--- src/rtl/rcw_pkg.sv ---
// Shared types for the ring capture writer.
package rcw_pkg;

    // Burst sequencer phases: waiting, request, data beats, acknowledge wait.
    typedef enum logic [1:0] {
        ST_IDLE = 2'd0,
        ST_REQ  = 2'd1,
        ST_DATA = 2'd2,
        ST_RESP = 2'd3
    } burst_state_t;

endpackage

--- src/rtl/rcw_sample_fifo.sv ---
// Sample store: first-word-fall-through FIFO.
// Assumes DEPTH is a power of two and pop is asserted only when not empty.
// A push offered while full is dropped.
module rcw_sample_fifo #(
    parameter int DATA_W = 32,
    parameter int DEPTH  = 16
) (
    input  logic                       clk,
    input  logic                       rst_n,
    input  logic                       push,
    input  logic [DATA_W-1:0]          push_data,
    input  logic                       pop,
    output logic [DATA_W-1:0]          head,
    output logic [$clog2(DEPTH+1)-1:0] count,
    output logic                       full
);
    localparam int AW    = $clog2(DEPTH);
    localparam int CNT_W = $clog2(DEPTH+1);

    logic [DATA_W-1:0] store [DEPTH];
    logic [AW-1:0]     wr_idx;
    logic [AW-1:0]     rd_idx;
    logic              push_ok;

    assign full    = (count == CNT_W'(DEPTH));
    assign push_ok = push && !full;
    assign head    = store[rd_idx];

    // Write an accepted sample into its slot.
    always_ff @(posedge clk) begin
        if (push_ok) begin
            store[wr_idx] <= push_data;
        end
    end

    // Track the read and write indices and the occupancy.
    always_ff @(posedge clk) begin
        if (!rst_n) begin
            wr_idx <= '0;
            rd_idx <= '0;
            count  <= '0;
        end else begin
            if (push_ok) wr_idx <= wr_idx + 1'b1;
            if (pop)     rd_idx <= rd_idx + 1'b1;
            case ({push_ok, pop})
                2'b10:   count <= count + 1'b1;
                2'b01:   count <= count - 1'b1;
                default: count <= count;
            endcase
        end
    end
endmodule

--- src/rtl/rcw_burst_engine.sv ---
// Burst sequencer. It starts a burst when capture is on and a full burst
// of words is stored, runs the request, data and acknowledge phases, and
// turns a rising capture enable into a ring restart that it applies only
// while no burst is outstanding.
// Assumes BURST_LEN >= 2 and that mem_ack arrives only in the wait phase.
module rcw_burst_engine
    import rcw_pkg::*;
#(
    parameter int BURST_LEN = 4,
    parameter int CNT_W     = 5
) (
    input  logic             clk,
    input  logic             rst_n,
    input  logic             cap_en,
    input  logic [CNT_W-1:0] fifo_count,
    input  logic             req_ready,
    input  logic             wready,
    input  logic             ack,
    output logic             req_valid,
    output logic             wvalid,
    output logic             wlast,
    output logic             pop,
    output logic             restart_apply,
    output logic             advance
);
    localparam int BEAT_W = (BURST_LEN > 1) ? $clog2(BURST_LEN) : 1;
    localparam logic [BEAT_W-1:0] LAST_BEAT = BEAT_W'(BURST_LEN - 1);
    localparam logic [CNT_W-1:0]  NEED      = CNT_W'(BURST_LEN);

    burst_state_t      state;
    logic [BEAT_W-1:0] beat;
    logic              cap_en_q;
    logic              pend_q;
    logic              rise;
    logic              restart_req;
    logic              idle;
    logic              start;

    assign rise          = cap_en && !cap_en_q;
    assign restart_req   = rise || pend_q;
    assign idle          = (state == ST_IDLE);
    assign restart_apply = idle && restart_req;
    assign start         = idle && cap_en && !restart_req && (fifo_count >= NEED);

    assign req_valid = (state == ST_REQ);
    assign wvalid    = (state == ST_DATA);
    assign wlast     = wvalid && (beat == LAST_BEAT);
    assign pop       = wvalid && wready;
    assign advance   = (state == ST_RESP) && ack;

    // Walk the burst phases and count the data beats.
    always_ff @(posedge clk) begin
        if (!rst_n) begin
            state <= ST_IDLE;
            beat  <= '0;
        end else begin
            case (state)
                ST_IDLE: if (start) state <= ST_REQ;
                ST_REQ: if (req_ready) begin
                    state <= ST_DATA;
                    beat  <= '0;
                end
                ST_DATA: if (wready) begin
                    if (beat == LAST_BEAT) state <= ST_RESP;
                    else                   beat  <= beat + 1'b1;
                end
                ST_RESP: if (ack) state <= ST_IDLE;
                default: state <= ST_IDLE;
            endcase
        end
    end

    // Remember the enable level and hold a restart until the engine is idle.
    always_ff @(posedge clk) begin
        if (!rst_n) begin
            cap_en_q <= 1'b0;
            pend_q   <= 1'b0;
        end else begin
            cap_en_q <= cap_en;
            if (restart_apply) pend_q <= 1'b0;
            else if (rise)     pend_q <= 1'b1;
        end
    end
endmodule

--- src/rtl/rcw_ring_tracker.sv ---
// Ring position: word offset of the next burst and the lap count.
// Assumes REGION_WORDS is a whole multiple of BURST_LEN, so a burst never
// straddles the top of the window. restart and advance are never high
// together.
module rcw_ring_tracker #(
    parameter int REGION_WORDS = 32,
    parameter int BURST_LEN    = 4,
    parameter int LAP_W        = 4
) (
    input  logic                            clk,
    input  logic                            rst_n,
    input  logic                            restart,
    input  logic                            advance,
    output logic [$clog2(REGION_WORDS)-1:0] ofs,
    output logic [LAP_W-1:0]                laps
);
    localparam int OFS_W = $clog2(REGION_WORDS);

    logic [OFS_W:0] next_ofs;
    logic           wrap;

    assign next_ofs = {1'b0, ofs} + (OFS_W+1)'(BURST_LEN);
    assign wrap     = (next_ofs == (OFS_W+1)'(REGION_WORDS));

    // Clear on restart; step by one burst, with wrap and lap, on acknowledge.
    always_ff @(posedge clk) begin
        if (!rst_n) begin
            ofs  <= '0;
            laps <= '0;
        end else if (restart) begin
            ofs  <= '0;
            laps <= '0;
        end else if (advance) begin
            if (wrap) begin
                ofs  <= '0;
                laps <= laps + 1'b1;
            end else begin
                ofs  <= next_ofs[OFS_W-1:0];
            end
        end
    end
endmodule

--- src/rtl/rcw_overflow_latch.sv ---
// Latched overflow indication. It is set while the sample store is full
// and cleared by software. A set in the same cycle as a clear wins.
module rcw_overflow_latch (
    input  logic clk,
    input  logic rst_n,
    input  logic full,
    input  logic clr,
    output logic flag
);
    // Set on full, otherwise clear on request.
    always_ff @(posedge clk) begin
        if (!rst_n)   flag <= 1'b0;
        else if (full) flag <= 1'b1;
        else if (clr)  flag <= 1'b0;
    end
endmodule

--- src/rtl/ring_capture_writer.sv ---
// Ring capture writer top level. Incoming samples are stored in a small
// FIFO and written in fixed-length bursts into a memory window that is
// used as a ring. The next write offset and the lap count are published
// so that host software can keep a concurrent reader clear of the writer.
// Assumptions: FIFO_DEPTH is a power of two and at least BURST_LEN;
// REGION_WORDS is a multiple of BURST_LEN; addresses count words.
module ring_capture_writer #(
    parameter int DATA_W       = 32,
    parameter int ADDR_W       = 16,
    parameter int FIFO_DEPTH   = 16,
    parameter int BURST_LEN    = 4,
    parameter int REGION_BASE  = 256,
    parameter int REGION_WORDS = 32,
    parameter int LAP_W        = 4
) (
    input  logic                              clk,
    input  logic                              rst_n,
    input  logic                              cap_en,
    input  logic                              smp_valid,
    input  logic [DATA_W-1:0]                 smp_data,
    output logic                              mem_req_valid,
    input  logic                              mem_req_ready,
    output logic [ADDR_W-1:0]                 mem_req_addr,
    output logic [$clog2(BURST_LEN+1)-1:0]    mem_req_len,
    output logic                              mem_wvalid,
    input  logic                              mem_wready,
    output logic [DATA_W-1:0]                 mem_wdata,
    output logic                              mem_wlast,
    input  logic                              mem_ack,
    output logic [$clog2(REGION_WORDS)-1:0]   wr_ptr,
    output logic [LAP_W-1:0]                  lap_cnt,
    output logic                              fifo_full,
    output logic                              ovf_sticky,
    input  logic                              ovf_clr
);
    localparam int CNT_W = $clog2(FIFO_DEPTH+1);
    localparam int LEN_W = $clog2(BURST_LEN+1);

    logic [CNT_W-1:0] fifo_count;
    logic             fifo_pop;
    logic             restart_apply;
    logic             advance;

    assign mem_req_addr = ADDR_W'(REGION_BASE) + ADDR_W'(wr_ptr);
    assign mem_req_len  = LEN_W'(BURST_LEN);

    rcw_sample_fifo #(
        .DATA_W (DATA_W),
        .DEPTH  (FIFO_DEPTH)
    ) u_fifo (
        .clk       (clk),
        .rst_n     (rst_n),
        .push      (smp_valid && cap_en),
        .push_data (smp_data),
        .pop       (fifo_pop),
        .head      (mem_wdata),
        .count     (fifo_count),
        .full      (fifo_full)
    );

    rcw_burst_engine #(
        .BURST_LEN (BURST_LEN),
        .CNT_W     (CNT_W)
    ) u_engine (
        .clk           (clk),
        .rst_n         (rst_n),
        .cap_en        (cap_en),
        .fifo_count    (fifo_count),
        .req_ready     (mem_req_ready),
        .wready        (mem_wready),
        .ack           (mem_ack),
        .req_valid     (mem_req_valid),
        .wvalid        (mem_wvalid),
        .wlast         (mem_wlast),
        .pop           (fifo_pop),
        .restart_apply (restart_apply),
        .advance       (advance)
    );

    rcw_ring_tracker #(
        .REGION_WORDS (REGION_WORDS),
        .BURST_LEN    (BURST_LEN),
        .LAP_W        (LAP_W)
    ) u_ring (
        .clk     (clk),
        .rst_n   (rst_n),
        .restart (restart_apply),
        .advance (advance),
        .ofs     (wr_ptr),
        .laps    (lap_cnt)
    );

    rcw_overflow_latch u_ovf (
        .clk   (clk),
        .rst_n (rst_n),
        .full  (fifo_full),
        .clr   (ovf_clr),
        .flag  (ovf_sticky)
    );
endmodule

--- config.mk ---
export PLATFORM = sky130hd
export DESIGN_NAME = ring_capture_writer
export DESIGN_NICKNAME = d
export VERILOG_FILES = /design/src/rtl/rcw_pkg.sv /design/src/rtl/rcw_sample_fifo.sv /design/src/rtl/rcw_burst_engine.sv /design/src/rtl/rcw_ring_tracker.sv /design/src/rtl/rcw_overflow_latch.sv /design/src/rtl/ring_capture_writer.sv
export SDC_FILE = /design/constraint.sdc
export NUM_CORES = 1
export LEC_CHECK = 0
export BUFFER_PORTS_ARGS = -buffer_cell sky130_fd_sc_hd__buf_2
export CAP_MARGIN = 20
export CORE_MARGIN = 4
export CORE_UTILIZATION = 51
export CTS_CLUSTER_DIAMETER = 80
export DETAILED_ROUTE_END_ITERATION = 16
export PLACE_DENSITY = 0.76
export SYNTH_ARGS = -nofsm -noshare
export SYNTH_HDL_FRONTEND = slang
export SYNTH_SLANG_ARGS = --single-unit
export TNS_END_PERCENT = 50
--- constraint.sdc ---
create_clock -name clk -period 12.2 [get_ports clk]
set_input_delay 2.44 -clock clk [delete_from_list [all_inputs] [get_ports clk]]
set_output_delay 2.44 -clock clk [all_outputs]
set_load 0.02 [all_outputs]
# Word-level counts from Yosys, hierarchy flattened

Memories as Yosys holds them, arrays and structs flattened. A register that Yosys moved wholly into a read port is not among the register bits.
Cells that the tools add are included.

Multipliers: 0
Muxes and demuxes: 18
Add/subtract/negate cells: 8
Reductions and logical operators: 22
Eq/ne operators: 14
Bitwise logic cells: 1
Shift-type cells: 0
Order comparisons: 1
Div/mod/pow operators: 0

Operators by type and width:

| operator             | count |
|---|---|
| $mux 2               | 8 |
| $add 4x1->4 const B  | 3 |
| $add 9x5->10 const A | 1 |
| $logic_and 1x1->1    | 10 |
| $ne 2x2->1 const B   | 5 |
| $pmux 5 s2           | 1 |
| $eq 2x2->1 const B   | 4 |
| $mux 4               | 2 |
| $pmux 2 s4           | 1 |
| $add 5x3->6 const B  | 1 |
| $eq 6x6->1 const B   | 1 |
| $reduce_bool 2->1    | 3 |
| $add 5x1->5 const B  | 1 |
| $eq 5x5->1 const B   | 1 |
| $ge 5x3->1 const B   | 1 |
| $mux 5               | 1 |
| $reduce_and 5->1     | 1 |
| $sub 5x1->5 const B  | 1 |
| $eq 2x1->1 const B   | 2 |
| $mux 1               | 4 |
| $pmux 2 s2           | 1 |
| $reduce_and 4->1     | 1 |
| $logic_not 1->1      | 3 |
| $add 2x1->2 const B  | 1 |
| 6 further kinds      | 6 |

Memory bits (read-only): 0
Output and inout port bits: 65
Word-level logic and storage cells: 75
RAM bits: 512
Memories: 1
Flip-flop bits (word level): 29
Bits in latches: 0

Memory list:

| memory       | words | width | read ports | clocked after memory_dff | write ports | line                  | RTL |
|---|---|---|---|---|---|---|---|
| u_fifo.store | 16    | 32    | 1          | 1                        | 1           | rcw_sample_fifo.sv:20 | `logic [DATA_W-1:0] store [DEPTH];` |

# Depth between registers and ports, before layout

Word-level depth: 8
Mapped depth: 11
Depth with buffers taken out: 11

# Cells and area by module

Synthesis repeated with hierarchy kept, for this count alone.

Cells, all modules: 1003
Area, all modules: 20997.6 um^2

Modules (own cells, without submodules):

| module              | area each (um^2) | seq. area each (um^2) | times used | cells an instance |
|---|---|---|---|---|
| rcw_sample_fifo     | 20059.2          | 15715.1               | 1          | 896 |
| rcw_burst_engine    | 399.1            | 120.1                 | 1          | 44 |
| rcw_ring_tracker    | 341.6            | 140.1                 | 1          | 38 |
| ring_capture_writer | 156.4            | 0.0                   | 1          | 22 |
| rcw_overflow_latch  | 41.3             | 20.0                  | 1          | 3 |

# Worst setup path after synthesis

Ideal clock, no wire load.

Path kind: input to register
Start: input cap_en
End: memory u_fifo.store[0][0] (enable)
Arrival time: 5.247 ns
Stages: 4
Path buffers: 0
Library setup time: 0.461 ns
Setup slack: 6.492 ns
Cells stage by stage: nand2_1 > a21oi_1 > nand2_1 > nor3_1

Word-level cells in the longest chain between the ends: 4

RTL lines:

| item                         | line                      | RTL |
|---|---|---|
| start, declared              | ring_capture_writer.sv:18 | `input logic cap_en,` |
| $logic_and 1x1->1            | ring_capture_writer.sv:53 | `.push (smp_valid && cap_en),` |
| $logic_and 1x1->1            | rcw_sample_fifo.sv:26     | `assign push_ok = push && !full;` |
| $mux 1                       | rcw_sample_fifo.sv:31     | `if (push_ok) begin` |
| $mux 1 (not written as such) | rcw_sample_fifo.sv:32     | `store[wr_idx] <= push_data;` |
| end, declared                | rcw_sample_fifo.sv:20     |  |

Every way passes these cells.

==> impl_metrics.ini <==
[synthesis]
synth_flop_cell = edfxtp_1
yosys.area.top_type_share = 0.735
synthAdderAreaFrac = 0.00897
yosysSeqAreaShare = 0.765
synth_top_area_cell = edfxtp_1
synth_common_cells = edfxtp_1 (512), mux4_2 (128), a22oi_1 (64)
synth_most_common_cell = edfxtp_1
async_flop_share = 0
synth_edf_count = 512
postSynthCellCount = 1003
synthSimpleGateAreaFrac = 0.0272
ys_warn_count = 0
synth_top_family_by_area = multiplexers
avgSynthCellArea_um2 = 20.9
synth_xor_area_frac = 0.00586
muxShareOfSynthArea = 0.141
synth-compound-area-share = 0.0306
ys_top_cells_by_area = edfxtp_1 (74%), mux4_2 (14%), dfxtp_1 (3.0%)
yosys_register_bits = 543
yosys.cell_types.count = 38
netlist_area_mm2 = 0.0209

[timing]
hold_ws_ns = 0.480
setup_violations = 0
relSlewSlack = 0.306
fmaxAchievable_ghz = 0.148
clock_skew_ns = 0.0285
rsz0062_at_grt = false
setup_ws_ns = 5.44
min_period_ns = 6.76
tightest_slew_ns = 1.04
fin_tns_setup_ns = 0
drv_slew = 0
period_share = 0.554
hold_viol = 0

[route]
vias = 9958
drt_wl_total_mm = 42.2
drtIter0Drc = 1069
avgRoutedWirePerCell_um = 25.1
final_antenna_net_count = 0
viasPerCell = 5.92
drtPass1Iterations = 5
drc = 0

[clocking]
cts.clk_slew.worst_paths_ns = 0.06
clockBufferDepth = 3
clock_latency_ns = 0.60
cts-resized-gates = 0
htree_levels = 2
cts_made_buffers = 53
cts.sinks = 543
cts-root-buf = clkbuf_16
cts_tree = yes
hold_buffers = 0
cts_setup_buffers = 0

[die]
start_util = 0.522
core_area_mm2 = 0.0401
placement_rows = 73
die_y_um = 210
die-area_mm2 = 0.0443
die_w_um = 210
pin_count = 105

[critical_path]
critPathLaunchType = register
end_kind = primary output
r2r-start = u_fifo.count[2]$_SDFFE_PN0P_
crit_fanout = 48
cp_data_arrival_time_ns = 4.32
reg2reg_depth = 5
critPathRequiredTime_ns = 9.76
r2r_slack_ns = 9.17
r2r_end = u_fifo.store[1][30]$_DFFE_PP_
critical_path_class = register to primary output

[outcome]
status = finished clean

[global_routing]
grt_pass1_vias = 10171
antenna_found_initial = 2
grt_usage = 0.192
grt_pass1_wl_mm = 63.7
grt.overflow.total = 0
grt_max_degree = 77

[finish]
nets = 1168
final_area_mm2 = 0.0237
fillers = 2816
drive_gt1_frac = 0.293
area_growth_pct = 13.4

[place]
placedInstanceArea_mm2 = 0.0220
dp_hpwl_mm = 21.1
pre_cts_ws_ns = 5.83
gp_congestion = 0.727
io_buffers = 86

[worst_hold_path]
hold_class = register to register
worstHoldStart = u_ovf.flag$_SDFFE_PN0P_
min_to = u_ovf.flag$_SDFFE_PN0P_
hold_depth = 2

[pwr]
powerDensity_mw_per_mm2 = 156
power_w = 0.00370
leakage_nw = 7.57
irDropWorstVdd_mv = 0.103

[run]
maxCapViolCount = 0
-- how the worst max path moves through the flow --
stage / endpoint / slack (ns) / cells after the start
after floorplan: u_fifo.store[0][0]$_DFFE_PP_ / 6.49 / 4
after global placement: mem_wdata[10] / 5.89 / 6
after detailed placement: mem_wdata[12] / 5.83 / 6
after CTS: mem_wdata[12] / 5.19 / 6
after global routing: mem_wdata[10] / 4.92 / 6
final: mem_wdata[12] / 5.44 / 6
-- state kept, by name, summed over array words and instances, names as in the netlist, named ones only --
signal / count
u_fifo.store: 512
u_ovf.flag: 1
u_engine.state: 2
u_fifo.count: 5
u_fifo.rd_idx: 4
u_engine.beat: 2
u_fifo.wr_idx: 4
u_ring.ofs: 3
u_engine.cap_en_q: 1
u_ring.laps: 4
u_engine.pend_q: 1
-- kinds of logic (layout without fill, tap and decap cells) --
logic type                 Yosys count  after routing
and+or+nand+nor                    121            121
xor gates and xnor gates            14             14
DFF                                543            543
buffers and inverters               84            220
other                                2             20
adders and majority gates           15             15
AOI/OAI and AO/OA                   89             89
muxes                              135            135
-- final cells by class --
cell class / count / area, um2 / share of cell area
Antenna cell: 2 / 5.00 / 0.000211
Clock buffer: 64 / 1400 / 0.0590
Clock inverter: 33 / 293 / 0.0123
Timing Repair Buffer: 110 / 631 / 0.0266
Sequential cell: 543 / 16000 / 0.675
Multi-Input combinational cell: 392 / 4670 / 0.197
Inverter: 13 / 48.8 / 0.00206
Tap cell: 525 / 657 / 0.0277
-- power by group --
group	switching (W)	total, W	internal (W)
logic	0.0000554	0.0000761	0.0000206
registers	0.00000383	0.00205	0.00205
clock network	0.000667	0.00157	0.000903
total	0.000727	0.00370	0.00297
-- critical path, cell delays in order, from the launching register on --
cell,delay (ns)
dfxtp_4,0.98
buf_4,0.76
buf_4,0.78
mux4_2,0.60
a22oi_1,0.26
nand2_1,0.12
buf_2,0.18
-- per-layer routing --
| metal | vias up | part of all wire | routed length (um) | track usage |
|---|---|---|---|---|
| met4 | 4 | 0.015 | 622 | 0.0431 |
| met2 | 410 | 0.50 | 20900 | 0.314 |
| met1 | 5205 | 0.40 | 17000 | 0.272 |
| li1 | 4288 | - | - | - |
| met5 | - | 0.00080 | 34 | 0 |
| met3 | 51 | 0.087 | 3680 | 0.0412 |
-- through the flow --
stage,cells,utilization
finish,1682,0.591
detailed placement,1582,0.548
CTS,1679,0.590
global placement,1582,0.548
global route,1680,0.591
floorplan,1019,-
-- placed cells by master (no fill, tap or decap), types with 5 or more instances in the layout --
master       n
nor2b_1      7
nand2b_1     6
clkinv_2    11
a21oi_1      7
nor2_1       9
buf_4       23
buf_2       86
mux4_2     128
clkbuf_16   54
a22oi_1     64
nand3_1      5
xnor2_1     10
conb_1      18
dfxtp_1     29
clkbuf_1     9
and2_1      11
nor2_4      13
clkinv_1    12
nand2_1     52
o21ai_0      5
inv_1       13
mux2i_1      7
edfxtp_1   512
ha_1        15
Note: power is estimated with default switching activity, not from simulation.
